[src/rtl/ptw_pkg.sv]
package ptw_pkg;
    localparam int VA_W   = 32;
    localparam int OFF_W  = 12;
    localparam int IDX_W  = 10;
    localparam int FLAG_W = 3;
    localparam int PN_W   = VA_W - OFF_W;
    localparam int RSV_W  = OFF_W - FLAG_W - 1;
    localparam int WB_W   = 2;               // log2 of bytes per table word

    typedef struct packed {
        logic [IDX_W-1:0] top;
        logic [IDX_W-1:0] sec;
        logic [OFF_W-1:0] off;
    } vaddr_t;

    typedef struct packed {
        logic [PN_W-1:0]   pn;
        logic [RSV_W-1:0]  rsv;
        logic [FLAG_W-1:0] flags;
        logic              valid;
    } pte_t;

    typedef enum logic [2:0] {
        ST_IDLE,
        ST_RD_TOP,
        ST_WT_TOP,
        ST_RD_SEC,
        ST_WT_SEC,
        ST_DONE,
        ST_FAULT
    } walk_state_e;

    function automatic logic [VA_W-1:0] top_entry_addr(logic [VA_W-1:0] base, vaddr_t va);
        return base + {{(VA_W-IDX_W-WB_W){1'b0}}, va.top, {WB_W{1'b0}}};
    endfunction

    function automatic logic [VA_W-1:0] sec_entry_addr(logic [PN_W-1:0] pn, vaddr_t va);
        return {pn, va.sec, {WB_W{1'b0}}};
    endfunction
endpackage

[src/rtl/ptw_fsm.sv]
module ptw_fsm
    import ptw_pkg::*;
(
    input  logic        clk,
    input  logic        rst,
    input  logic        req_valid,
    input  logic        mem_rd_ready,
    input  logic        mem_rsp_valid,
    input  logic        entry_ok,
    input  logic        rsp_ready,
    output walk_state_e state_q
);
    walk_state_e state_d;

    always_comb begin
        state_d = state_q;
        unique case (state_q)
            ST_IDLE:   if (req_valid)     state_d = ST_RD_TOP;
            ST_RD_TOP: if (mem_rd_ready)  state_d = ST_WT_TOP;
            ST_WT_TOP: if (mem_rsp_valid) state_d = entry_ok ? ST_RD_SEC : ST_FAULT;
            ST_RD_SEC: if (mem_rd_ready)  state_d = ST_WT_SEC;
            ST_WT_SEC: if (mem_rsp_valid) state_d = entry_ok ? ST_DONE : ST_FAULT;
            ST_DONE,
            ST_FAULT:  if (rsp_ready)     state_d = ST_IDLE;
            default:                      state_d = ST_IDLE;
        endcase
    end

    always_ff @(posedge clk) begin
        if (rst) state_q <= ST_IDLE;
        else     state_q <= state_d;
    end

    // A fault is only ever entered on the cycle after returned read data
    assert_fault_after_data_R5: assert property (@(posedge clk) disable iff (rst)
        (state_q == ST_FAULT && $past(state_q) != ST_FAULT) |-> $past(mem_rsp_valid));
endmodule

[src/rtl/ptw_datapath.sv]
module ptw_datapath
    import ptw_pkg::*;
(
    input  logic              clk,
    input  logic              rst,
    input  walk_state_e       state_i,
    input  logic              req_valid,
    input  logic [VA_W-1:0]   base_i,
    input  logic [VA_W-1:0]   vaddr_i,
    input  logic              mem_rsp_valid,
    input  logic [VA_W-1:0]   mem_rsp_data,
    output logic              entry_ok,
    output logic [VA_W-1:0]   rd_addr,
    output vaddr_t            va_q,
    output pte_t              leaf_q,
    output logic              fault_lvl_q
);
    logic [VA_W-1:0] base_q;
    logic [PN_W-1:0] tbl_pn_q;
    pte_t            entry;
    logic            unused_rsv;

    assign entry      = pte_t'(mem_rsp_data);
    assign entry_ok   = entry.valid;
    assign unused_rsv = ^entry.rsv;
    assign rd_addr    = (state_i == ST_RD_TOP) ? top_entry_addr(base_q, va_q)
                                               : sec_entry_addr(tbl_pn_q, va_q);

    always_ff @(posedge clk) begin
        if (rst) begin
            base_q      <= '0;
            va_q        <= '0;
            tbl_pn_q    <= '0;
            leaf_q      <= '0;
            fault_lvl_q <= 1'b0;
        end else begin
            if (state_i == ST_IDLE && req_valid) begin
                base_q <= base_i;
                va_q   <= vaddr_t'(vaddr_i);
            end
            if (state_i == ST_WT_TOP && mem_rsp_valid) begin
                tbl_pn_q    <= entry.pn;
                fault_lvl_q <= 1'b0;
            end
            if (state_i == ST_WT_SEC && mem_rsp_valid) begin
                leaf_q      <= entry;
                fault_lvl_q <= 1'b1;
            end
        end
    end

    // Captured virtual address must not move while a walk is under way
    assert_va_hold_R7: assert property (@(posedge clk) disable iff (rst)
        (state_i != ST_IDLE) |=> (state_i == ST_IDLE) || $stable(va_q));
endmodule

[src/rtl/pt_walker.sv]
module pt_walker
    import ptw_pkg::*;
(
    input  logic              clk,
    input  logic              rst,
    input  logic [VA_W-1:0]   ptbr,
    input  logic              req_valid,
    output logic              req_ready,
    input  logic [VA_W-1:0]   req_vaddr,
    output logic              mem_rd_valid,
    input  logic              mem_rd_ready,
    output logic [VA_W-1:0]   mem_rd_addr,
    input  logic              mem_rsp_valid,
    input  logic [VA_W-1:0]   mem_rsp_data,
    output logic              rsp_valid,
    input  logic              rsp_ready,
    output logic [VA_W-1:0]   rsp_paddr,
    output logic [PN_W-1:0]   rsp_frame,
    output logic [FLAG_W-1:0] rsp_flags,
    output logic              rsp_fault,
    output logic              rsp_fault_level,
    output logic [VA_W-1:0]   rsp_fault_vaddr
);
    walk_state_e state_q;
    logic        entry_ok;
    vaddr_t      va_q;
    pte_t        leaf_q;
    logic        fault_lvl_q;

    ptw_fsm u_fsm (
        .clk           (clk),
        .rst           (rst),
        .req_valid     (req_valid),
        .mem_rd_ready  (mem_rd_ready),
        .mem_rsp_valid (mem_rsp_valid),
        .entry_ok      (entry_ok),
        .rsp_ready     (rsp_ready),
        .state_q       (state_q)
    );

    ptw_datapath u_dp (
        .clk           (clk),
        .rst           (rst),
        .state_i       (state_q),
        .req_valid     (req_valid),
        .base_i        (ptbr),
        .vaddr_i       (req_vaddr),
        .mem_rsp_valid (mem_rsp_valid),
        .mem_rsp_data  (mem_rsp_data),
        .entry_ok      (entry_ok),
        .rd_addr       (mem_rd_addr),
        .va_q          (va_q),
        .leaf_q        (leaf_q),
        .fault_lvl_q   (fault_lvl_q)
    );

    assign req_ready       = (state_q == ST_IDLE);
    assign mem_rd_valid    = (state_q == ST_RD_TOP) || (state_q == ST_RD_SEC);
    assign rsp_valid       = (state_q == ST_DONE) || (state_q == ST_FAULT);
    assign rsp_fault       = (state_q == ST_FAULT);
    assign rsp_fault_level = fault_lvl_q;
    assign rsp_fault_vaddr = va_q;
    assign rsp_frame       = leaf_q.pn;
    assign rsp_flags       = leaf_q.flags;
    assign rsp_paddr       = {leaf_q.pn, va_q.off};

    assert_single_walk_R8: assert property (@(posedge clk) disable iff (rst)
        req_ready |-> (!rsp_valid && !mem_rd_valid));

    assert_rd_hold_R9: assert property (@(posedge clk) disable iff (rst)
        (mem_rd_valid && !mem_rd_ready) |=> (mem_rd_valid && $stable(mem_rd_addr)));

    assert_one_read_R9: assert property (@(posedge clk) disable iff (rst)
        (mem_rd_valid && mem_rd_ready) |=> !mem_rd_valid);

    assert_rsp_hold_R7: assert property (@(posedge clk) disable iff (rst)
        (rsp_valid && !rsp_ready) |=> (rsp_valid && $stable(rsp_fault) &&
            $stable(rsp_paddr) && $stable(rsp_fault_vaddr) && $stable(rsp_fault_level)));
endmodule

[config.mk]
export PLATFORM = sky130hd
export DESIGN_NAME = pt_walker
export DESIGN_NICKNAME = d
export VERILOG_FILES = /design/src/rtl/ptw_pkg.sv /design/src/rtl/ptw_fsm.sv /design/src/rtl/ptw_datapath.sv /design/src/rtl/pt_walker.sv
export SDC_FILE = /design/constraint.sdc
export NUM_CORES = 1
export LEC_CHECK = 0
export ABC_AREA = 1
export BUFFER_PORTS_ARGS = -buffer_cell sky130_fd_sc_hd__buf_2
export CAP_MARGIN = 20
export CORE_AREA = 2 2 113 115
export DETAILED_ROUTE_END_ITERATION = 7
export DIE_AREA = 0 0 115 117
export GPL_TIMING_DRIVEN = 0
export PLACE_DENSITY = 0.89
export SETUP_SLACK_MARGIN = 0.4
export SLEW_MARGIN = 20
export SYNTH_ARGS = -nofsm -noshare
export SYNTH_HDL_FRONTEND = slang
export SYNTH_SLANG_ARGS = --single-unit
[constraint.sdc]
create_clock -name clk -period 5.34 [get_ports clk]
set_input_delay 0 -clock clk [delete_from_list [all_inputs] [get_ports clk]]
set_output_delay 0 -clock clk [all_outputs]
set_load 0.005 [all_outputs]
==> results_dict.tcl <==
set metrics [dict create \
    status "finished, violations left" \
    violations "design-rule violations" \
    synthCells 887 \
    tightest_slew_ns 0.7870 \
    cap_violations 0 \
    cts.sinks 111 \
    row_count 41 \
    final_cells 1356 \
    nets 1312 \
    maxSlewViolCount 0 \
    drt_iter0_markers 685 \
    whs_path_depth 3 \
    crit_arrival_ns 2.69 \
    synth-edff-count 0 \
    fin_ws_ns 2.655 \
    grt_max_degree 21 \
    io_pins 226 \
    crit_path_end_kind "primary output" \
    setup_viol 0 \
    dp_slack_ns 3.118 \
    vias 7427 \
    core_area_mm2 0.01231 \
    avgSynthCellArea_um2 6.713 \
    path_class "register to primary output" \
    p_per_area_mw_per_mm2 394.1 \
    areaGrowthSynthToFinish_pct 40.74 \
    synthArstFlopShare 0 \
    detail_route.vias_per_cell 5.477 \
    grt_antenna_before_repair 2 \
    finalHoldViolations 0 \
    ant_nets 0 \
    yosys.area.top_type "dfxtp_1" \
    worstHoldStart "mem_rsp_valid" \
    synth_top_area_frac 0.3732 \
    drc 1 \
    post-route-util 0.6807 \
    ff2ff_path_depth 8 \
    ys.flop_type "dfxtp_1" \
    r2r_start "u_fsm.state_q[1]$_SDFFE_PP0P_" \
    multi_input_area_mm2 0.002993 \
    synth-seq-area-share 0.3732 \
    hold_slack_ns 0.03999 \
    ir_drop_v 0.0002549 \
    clk_pin_slew_ns 0.07 \
    die-width_um 115 \
    numPortBuffers 214 \
    synth.cell_area_mm2 0.005954 \
    required_ns 5.34 \
    synthesis.nets 1000 \
    grt_overflow 0 \
    ys_top_cells_by_area "dfxtp_1, nand2_1, nand3_1, a21oi_1, inv_1" \
    routedWlPerCell_um 16.22 \
    startpoint_type "register" \
    clock_skew_ns 0.005991 \
    holdPathEnd "u_dp.leaf_q[31]$_SDFFE_PP0P_" \
    path_max_fanout 7 \
    routabilityCongestion 1.022 \
    drt-total-wl_mm 21.99 \
    rsz0062_at_grt "false" \
    setup_tns_ns 0 \
    reg2reg_to "u_dp.tbl_pn_q[17]$_SDFFE_PP0P_" \
    ys_seq_elements 111 \
    register_area_mm2 0.002222 \
    grt_pass1_wl_mm 34.46 \
    dieArea_mm2 0.01346 \
    clock-root-buffer "clkbuf_16" \
    dp.cells 1251 \
    initial_utilization 0.4836 \
    insertion_delay_ns 0.36 \
    p_leak_nw 4.030 \
    clk_path_buf_depth 2 \
    fin_area_mm2 0.008381 \
    cts_tree "done" \
    grt_usage 0.3264 \
    max_freq_ghz 0.3724 \
    fin_crit_ns 2.685 \
    synth_warnings 0 \
    dr.pass1.iters 8 \
    cts_buffers 9 \
    htree_levels 3 \
    r2r_setup_slack_ns 3.57 \
    ys_types 27 \
    period_share 0.5028 \
    relSlewSlack 0.4753 \
    hpwlAfterDp_mm 15.15 \
    grt_pass1_vias 7097 \
    place_area_mm2 0.007213 \
    min_path_type "primary input to register" \
    fill_cells 986 \
    drive_above_1_share 0.2483 \
    cts_setup_buffers 0 \
    total_power_mw 3.303 \
    die_y_um 117 \
]
## state kept, by name, indices dropped and copies added (netlist names)
register	count
u_dp.leaf_q	23
u_dp.va_q	32
u_dp.tbl_pn_q	20
u_fsm.state_q	3
u_dp.base_q	32
u_dp.fault_lvl_q	1
## timing repair
| item | in CTS | in global routing |
|---|---|---|
| hold buffers | 87 | 0 |
| endpoints found under the hold margin | 107 | 0 |
| resized for setup | 0 | 0 |
## cells by family after synthesis
logic type,count (synthesis),synth area share
fa+ha+maj,11,0.02438
flops,111,0.3732
xor+xnor,7,0.01030
simple gates,471,0.3349
buf+inv,155,0.1242
compound gates,132,0.1330
## metal layers
| metal | vias to the layer above | global-route usage | wire length (um) |
|---|---|---|---|
| li1 | 3514 | - | - |
| met1 | 3330 | 0.3894 | 8159 |
| met2 | 466 | 0.5341 | 10320 |
| met3 | 117 | 0.06488 | 2126 |
| met4 | 0 | 0.2225 | 1389 |
| met5 | - | 0 | 0 |
## Yosys cell counts (all sizes together), types with 10 or more instances
cell type and number:
o21ai 11, buf 52, nand2 269, a21oi 86, ha 10, dfxtp 111
nand4 30, a211oi 28, inv 73, nor2 66, nand3 95, clkbuf 30
## cell usage in the layout (no fill, tap or decap), types with 2 or more instances in the layout
cell type and instances:
inv_1 70, buf_2 232, clkbuf_1 30, inv_2 3, clkbuf_16 9, and2_1 2, buf_4 32, a211oi_1 18
nor2_1 65, a31oi_1 5, nor3_1 7, diode_2 2, nand2_2 2, nand3_1 95, dfxtp_1 111, o21ai_0 11
dlygate4sd3_1 87, buf_6 2, ha_1 10, xnor2_1 7, nand4_1 30, a21oi_1 86, inv_6 2, nand2_1 267
a211oi_2 10
## critical path, cell delays in order, from the launching register on
cell and delay [ns]:
dfxtp_1 0.33, ha_1 0.27, fa_1 0.46, nand3_1 0.12, nand3_1 0.18, nand3_1 0.15, nand3_1 0.27, nand2_1 0.14
nand2_1 0.05, nand3_1 0.10, nand2_1 0.10, buf_2 0.14
## area by class of cell
cell class                 count  share of cell area
buffer                        82             0.05554
sequential                   111              0.2652
antenna                        2           0.0005972
inverter                      73             0.03270
multi-input combinational    621              0.3571
clock buffer                   9             0.02687
clock inverter                 7            0.007913
timing repair buffer         301              0.2317
tap                          150             0.02239
## how the worst max path moves through the flow
stage,slack [ns],start,cells past startpoint,end
finish,2.65,u_dp.va_q[22]$_SDFFE_PP0P_,11,mem_rd_addr[18]
global route,2.51,u_dp.va_q[22]$_SDFFE_PP0P_,11,mem_rd_addr[18]
CTS,2.73,u_dp.va_q[22]$_SDFFE_PP0P_,11,mem_rd_addr[18]
detailed placement,3.12,u_dp.va_q[22]$_SDFFE_PP0P_,11,mem_rd_addr[18]
global placement,3.15,u_dp.va_q[22]$_SDFFE_PP0P_,11,mem_rd_addr[18]
floorplan,3.60,u_dp.va_q[22]$_SDFFE_PP0P_,11,mem_rd_addr[30]
## power by group
group          switching, mW  total (mW)  internal [mW]
combinational          0.930        1.50          0.568
sequential             0.147        1.13          0.986
clock                  0.344       0.672          0.328
total                   1.42        3.30           1.88
No activity file was read; power rests on OpenSTA's default activity.
